$ cat src/rtl/dual_pwm_pkg.sv
package dual_pwm_pkg;
  localparam int DATA_W     = 32;
  localparam int ADDR_W     = 4;
  localparam int CNT_W      = 16;
  localparam int DIV_W      = 7;
  localparam int SEL_W      = 2;
  localparam int NUM_SRC    = 1 << SEL_W;
  localparam int NUM_CH     = 2;
  // word index of the control register; period words sit at index = channel
  localparam int CTRL_IDX   = 2;
  // packed per-channel control fields
  localparam int OUTEN_LSB0 = 0;
  localparam int OUTEN_STEP = 1;
  localparam int SEL_LSB0   = 4;
  localparam int SEL_STEP   = 2;
  localparam int DIV_LSB0   = 8;
  localparam int DIV_STEP   = 8;
  localparam int CLKEN_LSB0 = 15;
  localparam int CLKEN_STEP = 8;
endpackage

$ cat src/rtl/dual_pwm_regs.sv
module dual_pwm_regs
  import dual_pwm_pkg::*;
(
  input  logic                           clk_i,
  input  logic                           rst_ni,
  input  logic                           we_i,
  input  logic [ADDR_W-1:0]              addr_i,
  input  logic [DATA_W-1:0]              wdata_i,
  output logic [DATA_W-1:0]              rdata_o,
  output logic [NUM_CH-1:0][DATA_W-1:0]  per_q_o,
  output logic [DATA_W-1:0]              ctrl_q_o
);
  localparam int IDX_W = ADDR_W - 2;

  logic [IDX_W-1:0] idx;
  logic             unused_lsb;

  assign idx        = addr_i[ADDR_W-1:2];
  assign unused_lsb = ^addr_i[1:0];

  for (genvar c = 0; c < NUM_CH; c++) begin : g_per
    always_ff @(posedge clk_i or negedge rst_ni) begin
      if (!rst_ni)                        per_q_o[c] <= '0;
      else if (we_i && idx == IDX_W'(c))  per_q_o[c] <= wdata_i;
    end
  end

  always_ff @(posedge clk_i or negedge rst_ni) begin
    if (!rst_ni)                               ctrl_q_o <= '0;
    else if (we_i && idx == IDX_W'(CTRL_IDX))  ctrl_q_o <= wdata_i;
  end

  always_comb begin
    rdata_o = '0;
    for (int c = 0; c < NUM_CH; c++)
      if (idx == IDX_W'(c)) rdata_o = per_q_o[c];
    if (idx == IDX_W'(CTRL_IDX)) rdata_o = ctrl_q_o;
  end
endmodule

$ cat src/rtl/dual_pwm_presc.sv
module dual_pwm_presc #(
  parameter int DIV_W   = 7,
  parameter int SEL_W   = 2,
  parameter int NUM_SRC = 4
) (
  input  logic               clk_i,
  input  logic               rst_ni,
  input  logic               run_i,
  input  logic [SEL_W-1:0]   sel_i,
  input  logic [DIV_W-1:0]   div_i,
  input  logic [NUM_SRC-1:0] src_tick_i,
  output logic               ptick_o
);
  logic [DIV_W-1:0] pcnt_q;
  logic             src_hit;
  logic             at_end;

  assign src_hit = src_tick_i[sel_i];
  // >= so a prescaler shrunk on the fly cannot run past its limit
  assign at_end  = (pcnt_q >= div_i);
  assign ptick_o = run_i & src_hit & at_end;

  always_ff @(posedge clk_i or negedge rst_ni) begin
    if (!rst_ni)      pcnt_q <= '0;
    else if (!run_i)  pcnt_q <= '0;
    else if (src_hit) pcnt_q <= at_end ? '0 : pcnt_q + 1'b1;
  end
endmodule

$ cat src/rtl/dual_pwm_chan.sv
module dual_pwm_chan #(
  parameter int CNT_W = 16
) (
  input  logic             clk_i,
  input  logic             rst_ni,
  input  logic             run_i,
  input  logic             ptick_i,
  input  logic [CNT_W-1:0] hi_i,
  input  logic [CNT_W-1:0] lo_i,
  output logic             pwm_o
);
  localparam int POS_W = CNT_W + 1;

  logic [POS_W-1:0] pos_q, pos_inc, len;
  logic [CNT_W-1:0] hi_q, lo_q;
  logic             wrap;

  // an empty low phase still costs one tick
  assign len     = {1'b0, hi_q} + ((lo_q == '0) ? POS_W'(1) : {1'b0, lo_q});
  assign pos_inc = pos_q + 1'b1;
  assign wrap    = (pos_inc >= len);
  assign pwm_o   = run_i & (pos_q < {1'b0, hi_q});

  always_ff @(posedge clk_i or negedge rst_ni) begin
    if (!rst_ni) begin
      pos_q <= '0;
      hi_q  <= '0;
      lo_q  <= '0;
    end else if (!run_i || (ptick_i && wrap)) begin
      pos_q <= '0;
      hi_q  <= hi_i;
      lo_q  <= lo_i;
    end else if (ptick_i) begin
      pos_q <= pos_inc;
    end
  end
endmodule

$ cat src/rtl/dual_pwm_gen.sv
module dual_pwm_gen
  import dual_pwm_pkg::*;
(
  input  logic               clk_i,
  input  logic               rst_ni,
  input  logic               we_i,
  input  logic [3:0]         addr_i,
  input  logic [31:0]        wdata_i,
  output logic [31:0]        rdata_o,
  input  logic [3:0]         src_tick_i,
  output logic [1:0]         pwm_o
);
  logic [NUM_CH-1:0][DATA_W-1:0] per_q;
  logic [DATA_W-1:0]             ctrl_q;
  logic [NUM_CH-1:0]             run_w;
  logic [NUM_CH-1:0]             ptick_w;

  dual_pwm_regs u_regs (
    .clk_i    (clk_i),
    .rst_ni   (rst_ni),
    .we_i     (we_i),
    .addr_i   (addr_i),
    .wdata_i  (wdata_i),
    .rdata_o  (rdata_o),
    .per_q_o  (per_q),
    .ctrl_q_o (ctrl_q)
  );

  for (genvar c = 0; c < NUM_CH; c++) begin : g_ch
    localparam int SL = SEL_LSB0   + SEL_STEP   * c;
    localparam int DL = DIV_LSB0   + DIV_STEP   * c;
    localparam int CE = CLKEN_LSB0 + CLKEN_STEP * c;
    localparam int OE = OUTEN_LSB0 + OUTEN_STEP * c;

    assign run_w[c] = ctrl_q[CE] & ctrl_q[OE];

    dual_pwm_presc #(
      .DIV_W   (DIV_W),
      .SEL_W   (SEL_W),
      .NUM_SRC (NUM_SRC)
    ) u_presc (
      .clk_i      (clk_i),
      .rst_ni     (rst_ni),
      .run_i      (run_w[c]),
      .sel_i      (ctrl_q[SL +: SEL_W]),
      .div_i      (ctrl_q[DL +: DIV_W]),
      .src_tick_i (src_tick_i),
      .ptick_o    (ptick_w[c])
    );

    dual_pwm_chan #(
      .CNT_W (CNT_W)
    ) u_chan (
      .clk_i   (clk_i),
      .rst_ni  (rst_ni),
      .run_i   (run_w[c]),
      .ptick_i (ptick_w[c]),
      .hi_i    (per_q[c][2*CNT_W-1:CNT_W]),
      .lo_i    (per_q[c][CNT_W-1:0]),
      .pwm_o   (pwm_o[c])
    );
  end
endmodule

$ cat config.mk
export PLATFORM = sky130hd
export DESIGN_NAME = dual_pwm_gen
export DESIGN_NICKNAME = d
export VERILOG_FILES = /design/src/rtl/dual_pwm_pkg.sv /design/src/rtl/dual_pwm_regs.sv /design/src/rtl/dual_pwm_presc.sv /design/src/rtl/dual_pwm_chan.sv /design/src/rtl/dual_pwm_gen.sv
export SDC_FILE = /design/constraint.sdc
export NUM_CORES = 1
export LEC_CHECK = 0
export BUFFER_PORTS_ARGS = -buffer_cell sky130_fd_sc_hd__buf_2
export CAP_MARGIN = 20
export CORE_ASPECT_RATIO = 0.8
export CORE_UTILIZATION = 43
export CTS_CLUSTER_DIAMETER = 150
export DETAILED_ROUTE_END_ITERATION = 12
export HOLD_SLACK_MARGIN = 0.02
export MAX_ROUTING_LAYER = met4
export PLACE_DENSITY_LB_ADDON = 0.15
export SYNTH_ARGS = -nofsm -noshare
export SYNTH_HDL_FRONTEND = slang
export SYNTH_HIERARCHICAL = 1
export SYNTH_SLANG_ARGS = --single-unit
export TNS_END_PERCENT = 5
$ cat constraint.sdc
create_clock -name clk_i -period 7.99 [get_ports clk_i]
set_input_delay 1.598 -clock clk_i [delete_from_list [all_inputs] [get_ports clk_i]]
set_output_delay 1.598 -clock clk_i [all_outputs]
set_load 0.05 [all_outputs]
==> impl_metrics.yaml, run 1 <==
status:
  status: "finished clean"
critical_path:
  cp.required_ns: 8.40
  rr_worst_depth: 17
  criticalPathCategory: "reg2reg"
  start_kind: "register"
  r2r_setup_slack_ns: 2.71
  cp.arrival_ns: 5.69
  worstSetupEndpointType: "register"
  crit_fanout: 26
yosys:
  yosysWarnings: 6
  syn-num-nets: 1363
  synth-edff-count: 0
  syn_area_um2: 13100
  ys_ff_latch: 208
  synth_ff_type: "dfrtp_1"
  syn_avg_cell_area_um2: 10.9
  synthTopCellsByArea: "dfrtp_1 (40%), ha_1 (11%), mux2_2 (11%)"
  yosysTopAreaCell: "dfrtp_1"
  synth_top_area_share_pct: 39.6
  synth_seq_area_share_pct: 39.6
  async_flop_share_pct: 100
  synthDistinctLibCells: 79
  synth_cells: 1204
timing:
  fin_skew_ns: 0.0217
  final-setup-viol-count: 0
  rsz0062_at_grt: "no"
  fin_crit_ns: 5.28
  fin_setup_tns_ns: 0
  slew_viol_final: 0
  period_share_pct: 66.1
  final_hold_viol_count: 0
  fmax_ghz: 0.189
  whs_ns: 0.505
  worst_pin_slew_ns: 0.928
  slew_headroom_pct: 38.1
clock_tree:
  cts_inserted_buffers: 24
  cts_resized: 0
  clk_latency_ns: 0.55
  cts_hold_buffers: 0
  cts.sinks: 208
  cts_tree: "done"
  clk_pin_slew_worst_paths_ns: 0.06
  cts_setup_buffers: 0
  clockBufferDepth: 3
  cts_htree_levels: 1
  root_buffer: "clkbuf_16"
route:
  wirelength_mm: 32.5
  drc: 0
  top_layer: "met4"
  vias_per_cell: 5.57
  vias: 9272
  dr_wl_met2_mm: 13.1
  wl_met3_mm: 1.64
  drt_iter0_drc: 571
  drtPass1Iterations: 6
  antenna_left: 0
  drt-met1-wl_mm: 17.4
  avgRoutedWirePerCell_um: 19.5
placement:
  portBuffers: 74
  gp_congestion: 0.865
  hpwl_mm: 23.7
die:
  die_h_um: 158
  dieArea_um2: 31300
  start_util_pct: 44.2
  core_um2: 29700
  die_width_um: 197
  io_pins: 77
  row_count: 56
pwr:
  pwr-share-comb_pct: 44.5
  leakagePower_nw: 6.81
  sw_frac_of_total_pct: 39.7
  power.density_nw_per_um2: 344
  switching_power_mw: 1.99
  power_frac_clock_pct: 23.7
  peakVddDrop_mv: 0.142
  p_seq_share_pct: 31.7
  internal_power_mw: 3.03
finish:
  final_nets: 1399
  fillers: 2813
  area_growth_pct: 11.1
  final_common_cell: "dfrtp_1"
  final_cell_mix: "dfrtp_1 (208), mux2_2 (123), ha_1 (114), nand2_1 (77), buf_2 (73)"
  drive_gt1_share_pct: 22.8
global_routing:
  grt_usage_pct: 22.1
  grt_max_degree: 85
  grt_overflow: 0
  grt_pass1_wl_mm: 51.5
  grt_pass1_vias: 8792
  antenna_found_initial: 3
hold_path:
  min_path_type: "reg2reg"
  holdPathStages: 1
run:
  maxCapViolCount: 0
-- area by class of cell --
cell class | count | area (um2) | share of cell area [%]
tap | 406 | 508 | 3.48
sequential | 208 | 5200 | 35.6
antenna | 2 | 5.00 | 0.0343
clock buffer | 35 | 702 | 4.81
clock inverter | 8 | 154 | 1.05
timing repair buffer | 86 | 470 | 3.22
inverter | 63 | 236 | 1.62
multi-input combinational | 857 | 7320 | 50.1
-- cell usage after synthesis (9+ instances only) --
master	n
inv_1	63
buf_6	9
nor3_1	9
xnor2_1	34
o2bb2ai_1	32
o21ai_0	41
nor2b_1	9
dfrtp_1	208
ha_1	114
mux2_2	123
nand2_1	77
mux2_1	40
and2_1	10
nand4_1	14
mux2i_1	33
and3_1	16
clkbuf_1	43
nand3_1	24
xor2_1	24
nor2_1	35
a21o_1	13
a22o_1	10
a21oi_1	48
buf_2	20
-- state kept, by name, summed over array words and instances (netlist names) --
register,count
g_ch.u_chan/pos_q,34
g_ch.u_chan/hi_q,32
u_regs/ctrl_q_o,32
g_ch.u_presc/pcnt_q,14
g_ch.u_chan/lo_q,32
u_regs/per_q_o,64
-- power by group through the flow --
stage	registers (mW)	clock network, mW	logic [mW]
global placement	1.61	0	2.18
floorplan	1.46	0	1.85
detailed placement	1.61	0	2.22
CTS	1.60	1.22	2.24
global route	1.63	1.26	2.51
finish	1.60	1.19	2.24
-- worst paths after layout --
| check | endpoint | start |
|---|---|---|
| max | g_ch[0].u_chan/hi_q[12] | g_ch[0].u_chan/lo_q[15] |
| max reg2reg | g_ch[0].u_chan/hi_q[12] | g_ch[0].u_chan/lo_q[15] |
| min | u_regs/ctrl_q_o[31] | u_regs/ctrl_q_o[31] |
| max in group asynchronous | u_regs/ctrl_q_o[12] | rst_ni |
| min in group asynchronous | u_regs/per_q_o[63] | rst_ni |
| min reg2reg | u_regs/ctrl_q_o[31] | u_regs/ctrl_q_o[31] |
-- cell families (layout without fill, tap and decap cells) --
group,Yosys count,after routing,synth area share [%]
DFF,208,208,39.6
muxes,198,198,16.8
and+or+nand+nor,243,243,9.99
adders and majority gates,116,116,11.2
other,0,2,0
AOI/OAI and AO/OA,242,242,13.8
buffers and inverters,139,192,4.74
xor gates and xnor gates,58,58,3.87
-- worst max-delay path, cell delays in order, from the launching register on --
cell and delay (ns):
dfrtp_1 0.42, nor3_1 0.11, a41o_1 0.27, ha_1 0.21, fa_1 0.41, a21o_1 0.21, a221oi_1 0.41, a21oi_1 0.21
a31oi_1 0.33, o21a_1 0.20, xor2_1 0.08, ha_1 0.32, nand4_1 0.08, nor2_1 0.22, o21ai_4 0.18, a211oi_4 0.64
buf_4 0.45, mux2_2 0.38
-- metal layers --
layer / track usage, % / up-vias
met3: 3.09 / 26
met5: - / -
met2: 30.4 / 188
met4: 4.32 / 0
met1: 34.1 / 4569
li1: - / 4489
-- stage by stage --
stage               utilization, %  cell area, um2  std cells  total power, mW  setup slack [ns]
global placement              46.2           13700       1619             3.79              2.78
CTS                           49.1           14600       1663             5.06              2.76
finish                        49.2           14600       1665             5.03              2.71
global route                  49.1           14600       1664             5.40              2.36
floorplan                        -           13100       1204             3.31              3.48
detailed placement            46.3           13700       1620             3.84              2.80
(Power assumes the default switching activity.)
==> run 2: changes to the inputs <==
--- a/config.mk
+++ b/config.mk
@@ -5,6 +5,7 @@
 export SDC_FILE = /design/constraint.sdc
 export NUM_CORES = 1
 export LEC_CHECK = 0
+export ABC_AREA = 1
 export BUFFER_PORTS_ARGS = -buffer_cell sky130_fd_sc_hd__buf_2
 export CAP_MARGIN = 20
 export CORE_ASPECT_RATIO = 0.8
==> constraint.sdc (replaced) <==
create_clock -name clk_i -period 4.65 [get_ports clk_i]
set_input_delay 0.93 -clock clk_i [delete_from_list [all_inputs] [get_ports clk_i]]
set_output_delay 0.93 -clock clk_i [all_outputs]
set_load 0.05 [all_outputs]
==> run 2 against run 1 <==
Against the previous run:
- clock-buffer cell count is 1 lower
- routed wire length is 33% higher
- combinational power is 6% higher
- power is 34% higher
- sequential power is 51% higher
- worst hold slack worse by 0.10 ns
- critical path type unchanged
- largest cell class unchanged
- largest power group is now sequential cells
- highest routed layer unchanged
==> impl_metrics.yaml, run 2 <==
clock_tree:
  cts_resized: 0
  cts_inserted_buffers: 24
  cts_setup_buffers: 0
  clk_latency_ns: 0.54
  cts_tree: "done"
  cts.sinks: 208
  root_buffer: "clkbuf_16"
  clk_pin_slew_worst_paths_ns: 0.06
  cts_htree_levels: 1
  cts_hold_buffers: 0
  clockBufferDepth: 3
status:
  status: "finished clean"
route:
  drc: 0
  vias_per_cell: 5.45
  vias: 13128
  drt_iter0_drc: 1097
  antenna_left: 0
  drtPass1Iterations: 5
  wirelength_mm: 43.1
  avgRoutedWirePerCell_um: 17.9
pwr:
  peakVddDrop_mv: 0.238
  leakagePower_nw: 8.48
  finalPower_mw: 6.75
  power.density_nw_per_um2: 426
yosys:
  synthTopCellsByArea: "dfrtp_1 (36%), nand2_1 (17%), ha_1 (9.8%)"
  synth_top_family_by_area: "simple AND/OR/NAND/NOR gates"
  syn_avg_cell_area_um2: 7.41
  synthTopCellsByCount: "nand2_1 (646), nand3_1 (263), dfrtp_1 (208)"
  syn-num-nets: 2121
  synth_mux_area_share_pct: 0
  synth_compound_area_share_pct: 5.53
  yosysWarnings: 6
  syn_area_um2: 14500
  synthDistinctLibCells: 53
  synth_top_area_share_pct: 35.8
  synth_seq_area_share_pct: 35.8
  yosysTopAreaCell: "dfrtp_1"
  synth_ff_type: "dfrtp_1"
  async_flop_share_pct: 100
  synth_most_common_cell: "nand2_1"
  synthAdderAreaFrac_pct: 10.1
  synthSimpleGateAreaFrac_pct: 36.7
  synth_xor_area_share_pct: 3.30
  synth-edff-count: 0
  ys_ff_latch: 208
  synth_cells: 1962
placement:
  dp_slack_ns: 0.449
  post_dp_cell_area_um2: 15000
  dp_cells: 2366
  hpwl_mm: 32.1
  portBuffers: 74
  gp_congestion: 0.932
timing:
  rsz0062_at_grt: "no"
  slew_viol_final: 0
  final_hold_viol_count: 0
  fin_setup_tns_ns: 0
  fin_crit_ns: 4.27
  final-setup-viol-count: 0
  period_share_pct: 91.8
  fin_skew_ns: 0.0125
  worst_pin_slew_ns: 1.03
  slew_headroom_pct: 31.5
  fmax_ghz: 0.234
  fin_ws_ns: 0.380
die:
  row_count: 59
  die_width_um: 208
  die_h_um: 166
  core_um2: 32900
  start_util_pct: 44.2
  io_pins: 77
  dieArea_um2: 34600
finish:
  largest_register_ff_count: 64
  final_common_cell: "nand2_1"
  final_cell_area_um2: 15900
  final_nets: 2124
  largestRegisters: "u_regs/per_q_o x64, g_ch.u_chan/pos_q x34"
  final_cell_mix: "nand2_1 (646), nand3_1 (263), dfrtp_1 (208), inv_1 (145), ha_1 (114)"
  top_register: "u_regs/per_q_o"
  area_growth_pct: 9.06
  drive_gt1_share_pct: 10.6
  instances_no_fill: 2410
global_routing:
  grt_pass1_vias: 12080
  grt_usage_pct: 25.9
  grt_max_degree: 112
  grt_pass1_wl_mm: 69.4
  antenna_found_initial: 1
  grt_overflow: 0
hold_path:
  min_path_type: "in2async"
critical_path:
  worstSetupEndpointType: "register"
  crit_path_start: "g_ch[0].u_chan/lo_q[12]"
  cp_num_buf_inv: 1
  r2r_setup_slack_ns: 0.38
  path_delay_family: "simple AND/OR/NAND/NOR gates"
  timing.rr.start: "g_ch[0].u_chan/lo_q[12]"
  crit_fanout: 34
  criticalPathCategory: "reg2reg"
  path_cells: "nor4_1 > a41o_1 > ha_1 > fa_1 > nand3_1 > and2_1 > o21ai_1 > nand4_1 > nand3_1 > nand2_1 > ha_1 > nand2_1 > inv_1 > nand2_1 > nor2_2 > nand2_1 > nand3_2 > nand2_2 > nand3_4 > nand3_1 > nand2_1"
  cp_common_cell: "nand2_1"
  cp.arrival_ns: 4.69
  rr_worst_depth: 21
  cpPeakStageDelay_ns: 0.50
  endpoint: "g_ch[0].u_chan/hi_q[10]"
  regToRegEndpoint: "g_ch[0].u_chan/hi_q[10]"
  cp.required_ns: 5.07
  critical_path_depth: 21
  start_kind: "register"
  crit_slowest_cell: "nor4_1"
run:
  maxCapViolCount: 0
run 2: area by class of cell:
type                       count  area, um2
timing repair buffer          94        596
multi-input combinational   1472       8090
antenna                        2       5.00
inverter                     165        619
sequential                   208       5200
fill                        3381      17100
clock inverter                 8       96.3
tap                          427        534
clock buffer                  34        709
run 2: worst register-to-register path: cells and delay by family (launching register included):
kind                       cells  cell delay [ns]
AOI/OAI and AO/OA              2             0.54
DFF                            1             0.42
adders and majority gates      3             0.72
and+or+nand+nor               15             2.39
buffers and inverters          1             0.07
run 2: per-layer routing:
layer | global-route usage (%) | vias to the layer above | part of all wire (%)
met5 | - | - | 0
met4 | 3.76 | 0 | 1.2
met3 | 3.19 | 35 | 5.5
met2 | 34.9 | 365 | 40
met1 | 41.3 | 6226 | 54
li1 | - | 6502 | -
run 2: kinds of logic (layout without fill, tap and decap cells):
group / count (synthesis) / in the layout
buffers and inverters: 282 / 301
AND/OR/NAND/NOR: 1173 / 1173
AO/OA/AOI/OAI: 129 / 129
flip-flops: 208 / 208
other: 0 / 2
adder cells (fa/ha/maj): 116 / 116
XOR/XNOR: 54 / 54
run 2: worst min-delay path by stage:
stage                     slack (ns)                   endpoint           startpoint  cells after the start
after global routing            0.47  g_ch[1].u_presc/pcnt_q[3]               rst_ni                      1
after floorplan                 0.44        u_regs/ctrl_q_o[24]  u_regs/ctrl_q_o[24]                      2
after detailed placement        0.46         u_regs/ctrl_q_o[2]   u_regs/ctrl_q_o[2]                      2
final                           0.40  g_ch[1].u_presc/pcnt_q[3]               rst_ni                      1
after CTS                       0.47  g_ch[1].u_presc/pcnt_q[3]               rst_ni                      1
after global placement          0.46         u_regs/ctrl_q_o[2]   u_regs/ctrl_q_o[2]                      2
run 2: metrics by stage:
step / hold WS (ns) / util (%)
floorplan: 0.443 / -
global placement: 0.456 / 45.7
detailed placement: 0.461 / 45.7
CTS: 0.472 / 48.1
global route: 0.470 / 48.2
finish: 0.403 / 48.2
run 2: report_power, final:
group	leakage [nW]	internal [mW]	switching, mW
clock	0.397	1.17	0.794
combinational	5.41	0.806	1.57
sequential	2.68	2.08	0.331
==> run 3: changes to the inputs <==
--- a/config.mk
+++ b/config.mk
@@ -15,6 +15,7 @@
 export HOLD_SLACK_MARGIN = 0.02
 export MAX_ROUTING_LAYER = met4
 export PLACE_DENSITY_LB_ADDON = 0.15
+export SETUP_SLACK_MARGIN = 0.4
 export SYNTH_ARGS = -nofsm -noshare
 export SYNTH_HDL_FRONTEND = slang
 export SYNTH_HIERARCHICAL = 1
==> run 3 against run 2 <==
Against the previous run:
- flip-flop and latch count is the same
- setup slack better by 0.11 ns
- final cell count unchanged
- non-clock buffer count is the same
- design area is essentially flat
==> impl_metrics.yaml, run 3 (same netlist as run 2, synthesis figures left out) <==
die:
  row_count: 59
  dieArea_um2: 34600
  die_h_um: 166
  start_util_pct: 44.2
  die_width_um: 208
  core_um2: 32900
  io_pins: 77
finish:
  largestRegisters: "u_regs/per_q_o x64, g_ch.u_chan/pos_q x34"
  multi_input_area_um2: 8100
  largest_register_ff_count: 64
  final_cell_area_um2: 15900
  seq_area_um2: 5200
  fillers: 3380
  final_common_cell: "nand2_1"
  area_growth_pct: 9.10
  top_register: "u_regs/per_q_o"
  drive_gt1_share_pct: 10.6
  final_nets: 2124
  final_cell_mix: "nand2_1 (646), nand3_1 (263), dfrtp_1 (208), inv_1 (145), ha_1 (114)"
clock_tree:
  cts.sinks: 208
  clockBufferDepth: 3
  cts_htree_levels: 1
  clk_pin_slew_worst_paths_ns: 0.06
  cts_inserted_buffers: 24
  root_buffer: "clkbuf_16"
  cts_tree: "done"
  cts_setup_buffers: 0
  clk_latency_ns: 0.54
  cts_resized: 0
  cts_hold_buffers: 0
timing:
  fin_crit_ns: 4.16
  slew_viol_final: 0
  rsz0062_at_grt: "yes"
  fin_skew_ns: 0.0137
  fmax_ghz: 0.240
  worst_pin_slew_ns: 1.04
  final_hold_viol_count: 0
  final-setup-viol-count: 0
  slew_headroom_pct: 30.6
  whs_ns: 0.402
  fin_setup_tns_ns: 0
  period_share_pct: 89.5
placement:
  portBuffers: 74
  gp_congestion: 0.932
  hpwl_mm: 32.1
  post_dp_cell_area_um2: 15000
pwr:
  leakagePower_nw: 8.48
  power.density_nw_per_um2: 426
  peakVddDrop_mv: 0.238
  finalPower_mw: 6.75
route:
  avgRoutedWirePerCell_um: 17.9
  drt_iter0_drc: 1097
  drc: 0
  antenna_left: 0
  vias_per_cell: 5.47
  vias: 13176
  wirelength_mm: 43.3
  drtPass1Iterations: 6
hold_path:
  min_path_type: "in2async"
critical_path:
  cp.arrival_ns: 4.58
  r2r_setup_slack_ns: 0.49
  start_kind: "register"
  crit_fanout: 34
  criticalPathCategory: "reg2reg"
  cp.required_ns: 5.07
  worstSetupEndpointType: "register"
global_routing:
  grt_overflow: 0
  grt_pass1_vias: 12080
  antenna_found_initial: 1
  grt_pass1_wl_mm: 69.4
  grt_usage_pct: 25.9
  grt_max_degree: 112
run:
  maxCapViolCount: 0
status:
  status: "finished clean"
-- run 3: cell counts in the layout (fill, tap and decap cells not counted) --
Identical to the previous run, type by type.
-- run 3: metal layers --
| metal | part of all wire [%] | global-route usage, % | wire length, um |
|---|---|---|---|
| met5 | 0 | - | 0 |
| met1 | 54 | 41.3 | 23300 |
| met4 | 1.2 | 3.76 | 508 |
| met2 | 40 | 34.9 | 17300 |
| met3 | 5.0 | 3.19 | 2180 |
-- run 3: path summary, 6_finish.rpt --
kind	start	to	depth (start not counted)
max reg2reg	g_ch[0].u_chan/lo_q[12]	g_ch[0].u_chan/hi_q[10]	21
min	rst_ni	g_ch[1].u_presc/pcnt_q[3]	1
max	g_ch[0].u_chan/lo_q[12]	g_ch[0].u_chan/hi_q[10]	21
max in group asynchronous	rst_ni	u_regs/ctrl_q_o[29]	2
min in group clk_i	u_regs/ctrl_q_o[24]	u_regs/ctrl_q_o[24]	2
min reg2reg	u_regs/ctrl_q_o[24]	u_regs/ctrl_q_o[24]	2
-- run 3: power breakdown --
group          internal [mW]  total [mW]  switching [mW]
Combinational          0.807        2.38            1.57
Clock                   1.17        1.96           0.792
Sequential              2.08        2.41           0.332
Total                   4.06        6.75            2.69
-- run 3: per-stage QoR --
stage / worst slack [ns] / utilization [%] / std cells
6_report: 0.486 / 48.2 / 2410
5_1_grt: 0.196 / 48.2 / 2410
4_1_cts: 0.414 / 48.1 / 2408
3_5_place_dp: 0.449 / 45.7 / 2366
3_3_place_gp: 0.503 / 45.7 / 2366
2_1_floorplan: 1.45 / - / 1962
-- run 3: final cells by class --
class                           count  area share [%]
Multi-Input combinational cell   1472            51.1
Sequential cell                   208            32.8
Clock buffer                       34            4.47
Inverter                          165            3.90
Timing Repair Buffer               94            3.75
Tap cell                          427            3.37
Clock inverter                      8           0.607
Antenna cell                        2          0.0315
-- run 3: critical path, cell delays in order (launching register included) --
cell,delay [ns]
dfrtp_1,0.42
nor4_2,0.42
a41o_1,0.25
ha_1,0.19
fa_1,0.23
nand3_1,0.10
and2_1,0.20
o21ai_1,0.28
nand4_1,0.17
nand3_1,0.10
nand2_1,0.06
ha_1,0.30
nand2_1,0.15
inv_1,0.07
nand2_1,0.07
nor2_2,0.04
nand2_1,0.06
nand3_2,0.10
nand2_2,0.10
nand3_4,0.37
nand3_1,0.24
nand2_1,0.07
